===== config.mk =====
export PLATFORM = sky130hd
export DESIGN_NAME = sdram_init_seq
export DESIGN_NICKNAME = d
export VERILOG_FILES = /design/src/rtl/sdram_init_seq.sv
export SDC_FILE = /design/constraint.sdc
export NUM_CORES = 1
export LEC_CHECK = 0
export BUFFER_PORTS_ARGS = -buffer_cell sky130_fd_sc_hd__buf_2
export CORE_ASPECT_RATIO = 1.25
export CORE_MARGIN = 1
export CORE_UTILIZATION = 43
export DETAILED_ROUTE_END_ITERATION = 10
export PLACE_DENSITY_LB_ADDON = 0.12
export SETUP_SLACK_MARGIN = 0.1
export SYNTH_ARGS = -nofsm -noshare
export SYNTH_HDL_FRONTEND = slang
export SYNTH_SLANG_ARGS = --single-unit
export TNS_END_PERCENT = 30

===== constraint.sdc =====
create_clock -name clk -period 3.4 [get_ports clk]
set_input_delay 0.68 -clock clk [delete_from_list [all_inputs] [get_ports clk]]
set_output_delay 0.68 -clock clk [all_outputs]
set_load 0.01 [all_outputs]

===== src/rtl/sdram_init_seq.sv =====
module sdram_init_seq #(
  parameter int CLK_MHZ       = 100,
  parameter int WAIT_US       = 200,
  parameter int T_RP          = 3,
  parameter int T_RC          = 9,
  parameter int T_MRD         = 2,
  parameter int REFRESH_COUNT = 2,
  parameter bit MRS_FIRST     = 1'b0,
  parameter int ADDR_W        = 11,
  parameter int BA_W          = 1,
  parameter logic [ADDR_W-1:0] MODE_WORD = ADDR_W'(11'h030)
) (
  input  logic              clk,
  input  logic              rst_n,
  output logic              sd_cke,
  output logic              sd_cs_n,
  output logic              sd_ras_n,
  output logic              sd_cas_n,
  output logic              sd_we_n,
  output logic              sd_dqm,
  output logic [BA_W-1:0]   sd_ba,
  output logic [ADDR_W-1:0] sd_addr,
  output logic              init_done
);
  localparam int WAIT_RAW = CLK_MHZ * WAIT_US;
  localparam int WAIT_CYC = (WAIT_RAW < 1) ? 1 : WAIT_RAW;
  localparam int RP   = (T_RP  < 2) ? 2 : T_RP;
  localparam int RC   = (T_RC  < 2) ? 2 : T_RC;
  localparam int MRD  = (T_MRD < 2) ? 2 : T_MRD;
  localparam int NREF = (REFRESH_COUNT < 2) ? 2 : REFRESH_COUNT;
  localparam int GMAX = (RP > RC) ? ((RP > MRD) ? RP : MRD) : ((RC > MRD) ? RC : MRD);
  localparam int CMAX = (WAIT_CYC > GMAX) ? WAIT_CYC : GMAX;
  localparam int CW   = $clog2(CMAX + 1);
  localparam int RW   = $clog2(NREF + 1);

  typedef enum logic [2:0] {ST_WAIT, ST_PRE, ST_REF, ST_MRS, ST_GAP, ST_DONE} st_t;

  st_t           state, last, nxt;
  logic [CW-1:0] cnt, gap;
  logic [RW-1:0] ref_cnt;

  always_comb begin
    nxt = ST_DONE;
    case (last)
      ST_PRE:  nxt = MRS_FIRST ? ST_MRS : ST_REF;
      ST_REF:  nxt = (ref_cnt < RW'(NREF)) ? ST_REF : (MRS_FIRST ? ST_DONE : ST_MRS);
      ST_MRS:  nxt = MRS_FIRST ? ST_REF : ST_DONE;
      default: nxt = ST_DONE;
    endcase
  end

  always_ff @(posedge clk or negedge rst_n) begin
    if (!rst_n) begin
      state   <= ST_WAIT;
      last    <= ST_PRE;
      cnt     <= '0;
      gap     <= '0;
      ref_cnt <= '0;
    end else begin
      case (state)
        ST_WAIT: begin
          if (cnt == CW'(WAIT_CYC - 1)) begin
            state <= ST_PRE;
            cnt   <= '0;
          end else begin
            cnt <= cnt + 1'b1;
          end
        end
        ST_PRE: begin
          last  <= ST_PRE;
          gap   <= CW'(RP - 2);
          cnt   <= '0;
          state <= ST_GAP;
        end
        ST_REF: begin
          last    <= ST_REF;
          ref_cnt <= ref_cnt + 1'b1;
          gap     <= CW'(RC - 2);
          cnt     <= '0;
          state   <= ST_GAP;
        end
        ST_MRS: begin
          last  <= ST_MRS;
          gap   <= CW'(MRD - 2);
          cnt   <= '0;
          state <= ST_GAP;
        end
        ST_GAP: begin
          if (cnt == gap) begin
            state <= nxt;
            cnt   <= '0;
          end else begin
            cnt <= cnt + 1'b1;
          end
        end
        default: state <= ST_DONE;
      endcase
    end
  end

  logic [3:0] code;
  assign code = (state == ST_PRE) ? 4'b0010 :
                (state == ST_REF) ? 4'b0001 :
                (state == ST_MRS) ? 4'b0000 : 4'b0111;

  assign {sd_cs_n, sd_ras_n, sd_cas_n, sd_we_n} = code;
  assign sd_cke    = 1'b1;
  assign sd_ba     = '0;
  assign sd_addr   = (state == ST_PRE) ? ADDR_W'(1 << 10) :
                     (state == ST_MRS) ? MODE_WORD : '0;
  assign init_done = (state == ST_DONE);
  assign sd_dqm    = ~init_done;
endmodule


; Yosys cells after proc, flatten, opt, wreduce, memory -nomap -nowiden
; Cells that the tools add are included.
[op_classes]
add_sub_neg = 2
mul = 0
div = 0
magnitude_cmp = 1
eq_ne = 11
shift = 0
muxes = 15
bitwise_logic = 1
reduce_logical = 5
[ops]
columns = cell, n
row1 = 15-bit one-hot mux with 3 select lines, 2
row2 = 15-bit 2-to-1 mux, 2
row3 = 3-bit one-hot mux with 3 select lines, 2
row4 = "15-bit by 1-bit adder with 15-bit output, second input constant", 1
row5 = 15-bit equality test, 1
row6 = "15-bit equality test, second input constant", 1
row7 = 3-bit 2-to-1 mux, 5
row8 = 11-bit 2-to-1 mux, 1
row9 = "3-bit by 2-bit equality test with 1-bit output, second input constant", 3
row10 = "3-bit by 1-bit equality test with 1-bit output, second input constant", 2
row11 = "3-bit equality test, second input constant", 2
row12 = 6-bit 2-to-1 mux, 1
row13 = 3-bit one-hot mux with 2 select lines, 1
row14 = 3-bit nonzero test, 2
row15 = "2-bit != test, second input constant", 2
row16 = 3-bit logical NOT, 1
row17 = 3-bit OR reduction, 1
row18 = "2-bit by 1-bit adder with 2-bit output, second input constant", 1
row19 = "2-bit less-than comparator, second input constant", 1
row20 = 2-bit AND reduction, 1
row21 = 1-bit 2-to-1 mux, 1
row22 = 1-bit NOT, 1
[word_totals]
ff_bits = 38
latch_bits = 0
ramBits = 0
romBits = 0
input_bits = 2
out_inout_bits = 19
wordCells = 40
mem_count = 0

; Logic depth before layout (Yosys ltp)
[logic_depth]
ltp_word = 5
ltp_mapped = 6
ltp_nobuf = 6

; Least setup slack after synthesis
; OpenSTA, ideal clock, no wires.
[synth_timing]
kind = reg-to-output
start = register state[2]
end = output port sd_addr[5]
arrival_ns = 1.145
required_time_ns = 2.720
path_slack_ns = 1.575
path_stages_with_launch = 5
cell_sequence = dfrtp_1 > buf_1 > nor2b_1 > and2_1 > buf_4
[synth_between]
elab_chain_len = 3
[synth_lines]
columns = item, line_no
row1 = start: declaration, 38  ; st_t state, last, nxt;
row2 = start signal: assignment, 90  ; state <= nxt;
row3 = 3-bit by 2-bit equality test with 1-bit output, 110  ; (state == ST_MRS) ? MODE_WORD : '0;
row4 = 6-bit 2-to-1 mux, 110
row5 = 11-bit 2-to-1 mux (*), 109  ; assign sd_addr = (state == ST_PRE) ? ADDR_W'(1 << 10) :
row6 = end: declaration, 22  ; output logic [ADDR_W-1:0] sd_addr,
; Every way passes the cells marked *; elsewhere a longest branch is shown, timed or not.

; Worst setup path in the final report
[layout_timing]
start = register state[2]
end = output port sd_addr[4]
; The elaborated chain is that of the path after synthesis.

==> impl_metrics.env <==
export IMPL_status="completed"
export IMPL_rows=23
export IMPL_rsz0062_at_grt="false"
export IMPL_die_w_um=54.2
export IMPL_drt_total_wl_mm=3.05
export IMPL_cts_root_buf="clkbuf_8"
export IMPL_num_nets_final=176
export IMPL_layout_common_cells="dfrtp_1, nor2_1, nand2_1"
export IMPL_antenna_found_initial=0
export IMPL_synth_simple_area_share_pct=26.7
export IMPL_core_area_mm2=0.00322
export IMPL_fin_crit_sh_pct=62.9
export IMPL_start_kind="flop"
export IMPL_crit_fanout=12
export IMPL_synth_compound_area_share_pct=12.6
export IMPL_hold_slack_ns=0.386
export IMPL_path_class="flop to primary output"
export IMPL_ctsHoldBuffers=0
export IMPL_clock_skew_ns=0.00285
export IMPL_clk_latency_ns=0.27
export IMPL_drt_iter0_drc=25
export IMPL_p_leak_nw=0.666
export IMPL_grt_pass1_vias=1026
export IMPL_netlist_area_mm2=0.00147
export IMPL_synth_xor_area_share_pct=5.97
export IMPL_required_ns=2.72
export IMPL_path_clk_slew_ns=0.08
export IMPL_critPathCaptureType="primary output"
export IMPL_gr_usage_all_layers_pct=18.9
export IMPL_synth_fa_ha_area_share_pct=2.56
export IMPL_cts_buffers=3
export IMPL_cts_setup_buffers=0
export IMPL_r2r_start="cnt[0]"
export IMPL_synth_top_family_by_area="simple AND/OR/NAND/NOR gates"
export IMPL_ys_ff_latch=24
export IMPL_timing_fmax_mhz=468
export IMPL_tritoncts="yes"
export IMPL_yosys_warnings=0
export IMPL_hp_class="input pin to async pin"
export IMPL_dieArea_mm2=0.00365
export IMPL_ys_types=43
export IMPL_vdd_drop_max_uv=201
export IMPL_drt_first_pass_iters=4
export IMPL_reg2reg_depth=6
export IMPL_seq_area_frac_synth_pct=41.0
export IMPL_r2r_end="cnt[12]"
export IMPL_hpwlAfterDp_mm=2.27
export IMPL_relSlewSlack_pct=63.6
export IMPL_drcViolationCount=0
export IMPL_drv_slew=0
export IMPL_synthCells=163
export IMPL_cp_arrival_ns=1.46
export IMPL_grt_pass1_wl_mm=4.89
export IMPL_port_buffers=9
export IMPL_vias=1142
export IMPL_die_height_um=67.3
export IMPL_ios=21
export IMPL_clockBufferDepth=2
export IMPL_drv_cap=0
export IMPL_r2r_setup_slack_ns=1.52
export IMPL_start_util_pct=45.5
export IMPL_routabilityCongestion=0.816
export IMPL_muxShareOfSynthArea_pct=0.683
export IMPL_avgSynthCellArea_um2=9.00
export IMPL_viasPerCell=5.52
export IMPL_layout_min_cycle_time_ns=2.14
export IMPL_syn_to_final_growth_pct=4.78
export IMPL_clock_sinks=24
export IMPL_setup_viol=0
export IMPL_setup_tns_ns=0
export IMPL_place_area_mm2=0.00149
export IMPL_final_hold_violation_count=0
export IMPL_ctsResizeCount=0
export IMPL_synth_top_area_share_pct=39.2
export IMPL_layout_setup_ws_ns=1.26
export IMPL_ant_nets=0
export IMPL_grt_start_max_net_pins=25
export IMPL_pre_cts_ws_ns=1.55
export IMPL_wire_per_inst_um=14.7
export IMPL_stdcell_area_mm2=0.00154
export IMPL_grt_overflow_total=0
export IMPL_htreeDepth=1
export IMPL_cellPowerDensity_mw_per_mm2=307
export IMPL_yosys_area_top_type="dfrtp_1"
export IMPL_diodes=0
export IMPL_layout_commonest_cell="dfrtp_1"
export IMPL_drive_above_1_share_pct=14.1
export IMPL_utilization_pct=47.7
export IMPL_worstMarginPinSlew_ns=0.541
export IMPL_yosys_top_cells_area="dfrtp_1, buf_4, nand4_1"
[cell usage after synthesis]
library cell / number
o21ai_1: 1
nor2_1: 16
and4_1: 2
mux2i_1: 1
buf_2: 1
a21o_1: 1
nor2_8: 1
dfstp_2: 1
o221ai_1: 1
or2_2: 2
a21oi_1: 9
xnor2_1: 5
o21ai_2: 1
nor3_1: 6
o311a_4: 1
nor4_4: 1
buf_4: 12
inv_1: 10
nor4_2: 1
conb_1: 2
and2_4: 1
o21ai_0: 5
ha_1: 3
clkbuf_2: 1
o211ai_1: 2
nor2b_1: 3
and3_1: 2
a31oi_1: 2
dfrtp_1: 23
buf_1: 1
a211oi_1: 1
and2_1: 2
xor2_1: 5
or3_1: 1
a41oi_2: 1
o22ai_1: 2
or4_1: 1
nand2_1: 16
nand4_1: 10
and3_2: 1
nand3_1: 3
nor4_1: 1
clkbuf_1: 1
[critical path: stages, from the launching register on]
cell and delay (ns):
dfrtp_1 0.52, nor2b_1 0.31, and2_1 0.21, buf_2 0.14
[sequential cells by signal (all words and copies together) (netlist names)]
register,count
cnt,15
state,3
gap,2
last,2
ref_cnt,2
[worst max-delay path by stage]
stage / start / end / cells after the start
floorplan: state[2] / sd_addr[5] / 4
global placement: state[2] / sd_addr[4] / 3
detailed placement: cnt[0] / cnt[14] / 6
CTS: state[2] / sd_addr[4] / 3
global route: state[2] / sd_addr[4] / 3
finish: state[2] / sd_addr[4] / 3
[where the power goes]
part / switching (mW) / internal, mW / total [mW] / leakage [nW]
clock network: 0.0909 / 0.0838 / 0.175 / 0.0228
logic: 0.0110 / 0.000411 / 0.0115 / 0.326
registers: 0 / 0.285 / 0.285 / 0.317
total: 0.102 / 0.369 / 0.471 / 0.666
[layout make-up]
cell class                 instances  area (um^2)
clock buffer                       4         45.0
sequential                        24          602
fill                             324         1690
inverter                          10         37.5
multi-input combinational        122          753
timing repair buffer              10         52.6
tap                               37         46.3
[through the flow]
step	power [mW]	std cells
3_3_place_gp	0.303	203
5_1_grt	0.488	207
4_1_cts	0.474	207
6_report	0.471	207
2_1_floorplan	0.306	172
3_5_place_dp	0.303	203
[per-layer routing]
metal	up-vias	GRT usage [%]	wire length (um)
met1	558	24.7	1370
met4	0	8.65	70
met5	-	0	0
li1	556	-	-
met3	7	2.25	73
met2	21	30.3	1530
[cells by family (layout without fill, tap and decap cells)]
kind of cell | after synthesis | in the layout
buf+inv | 26 | 24
other cells | 2 | 11
compound gates | 27 | 27
xor+xnor | 10 | 10
mux | 1 | 1
flops | 24 | 24
simple gates | 70 | 70
fa+ha+maj | 3 | 3
(Power assumes the default switching activity.)
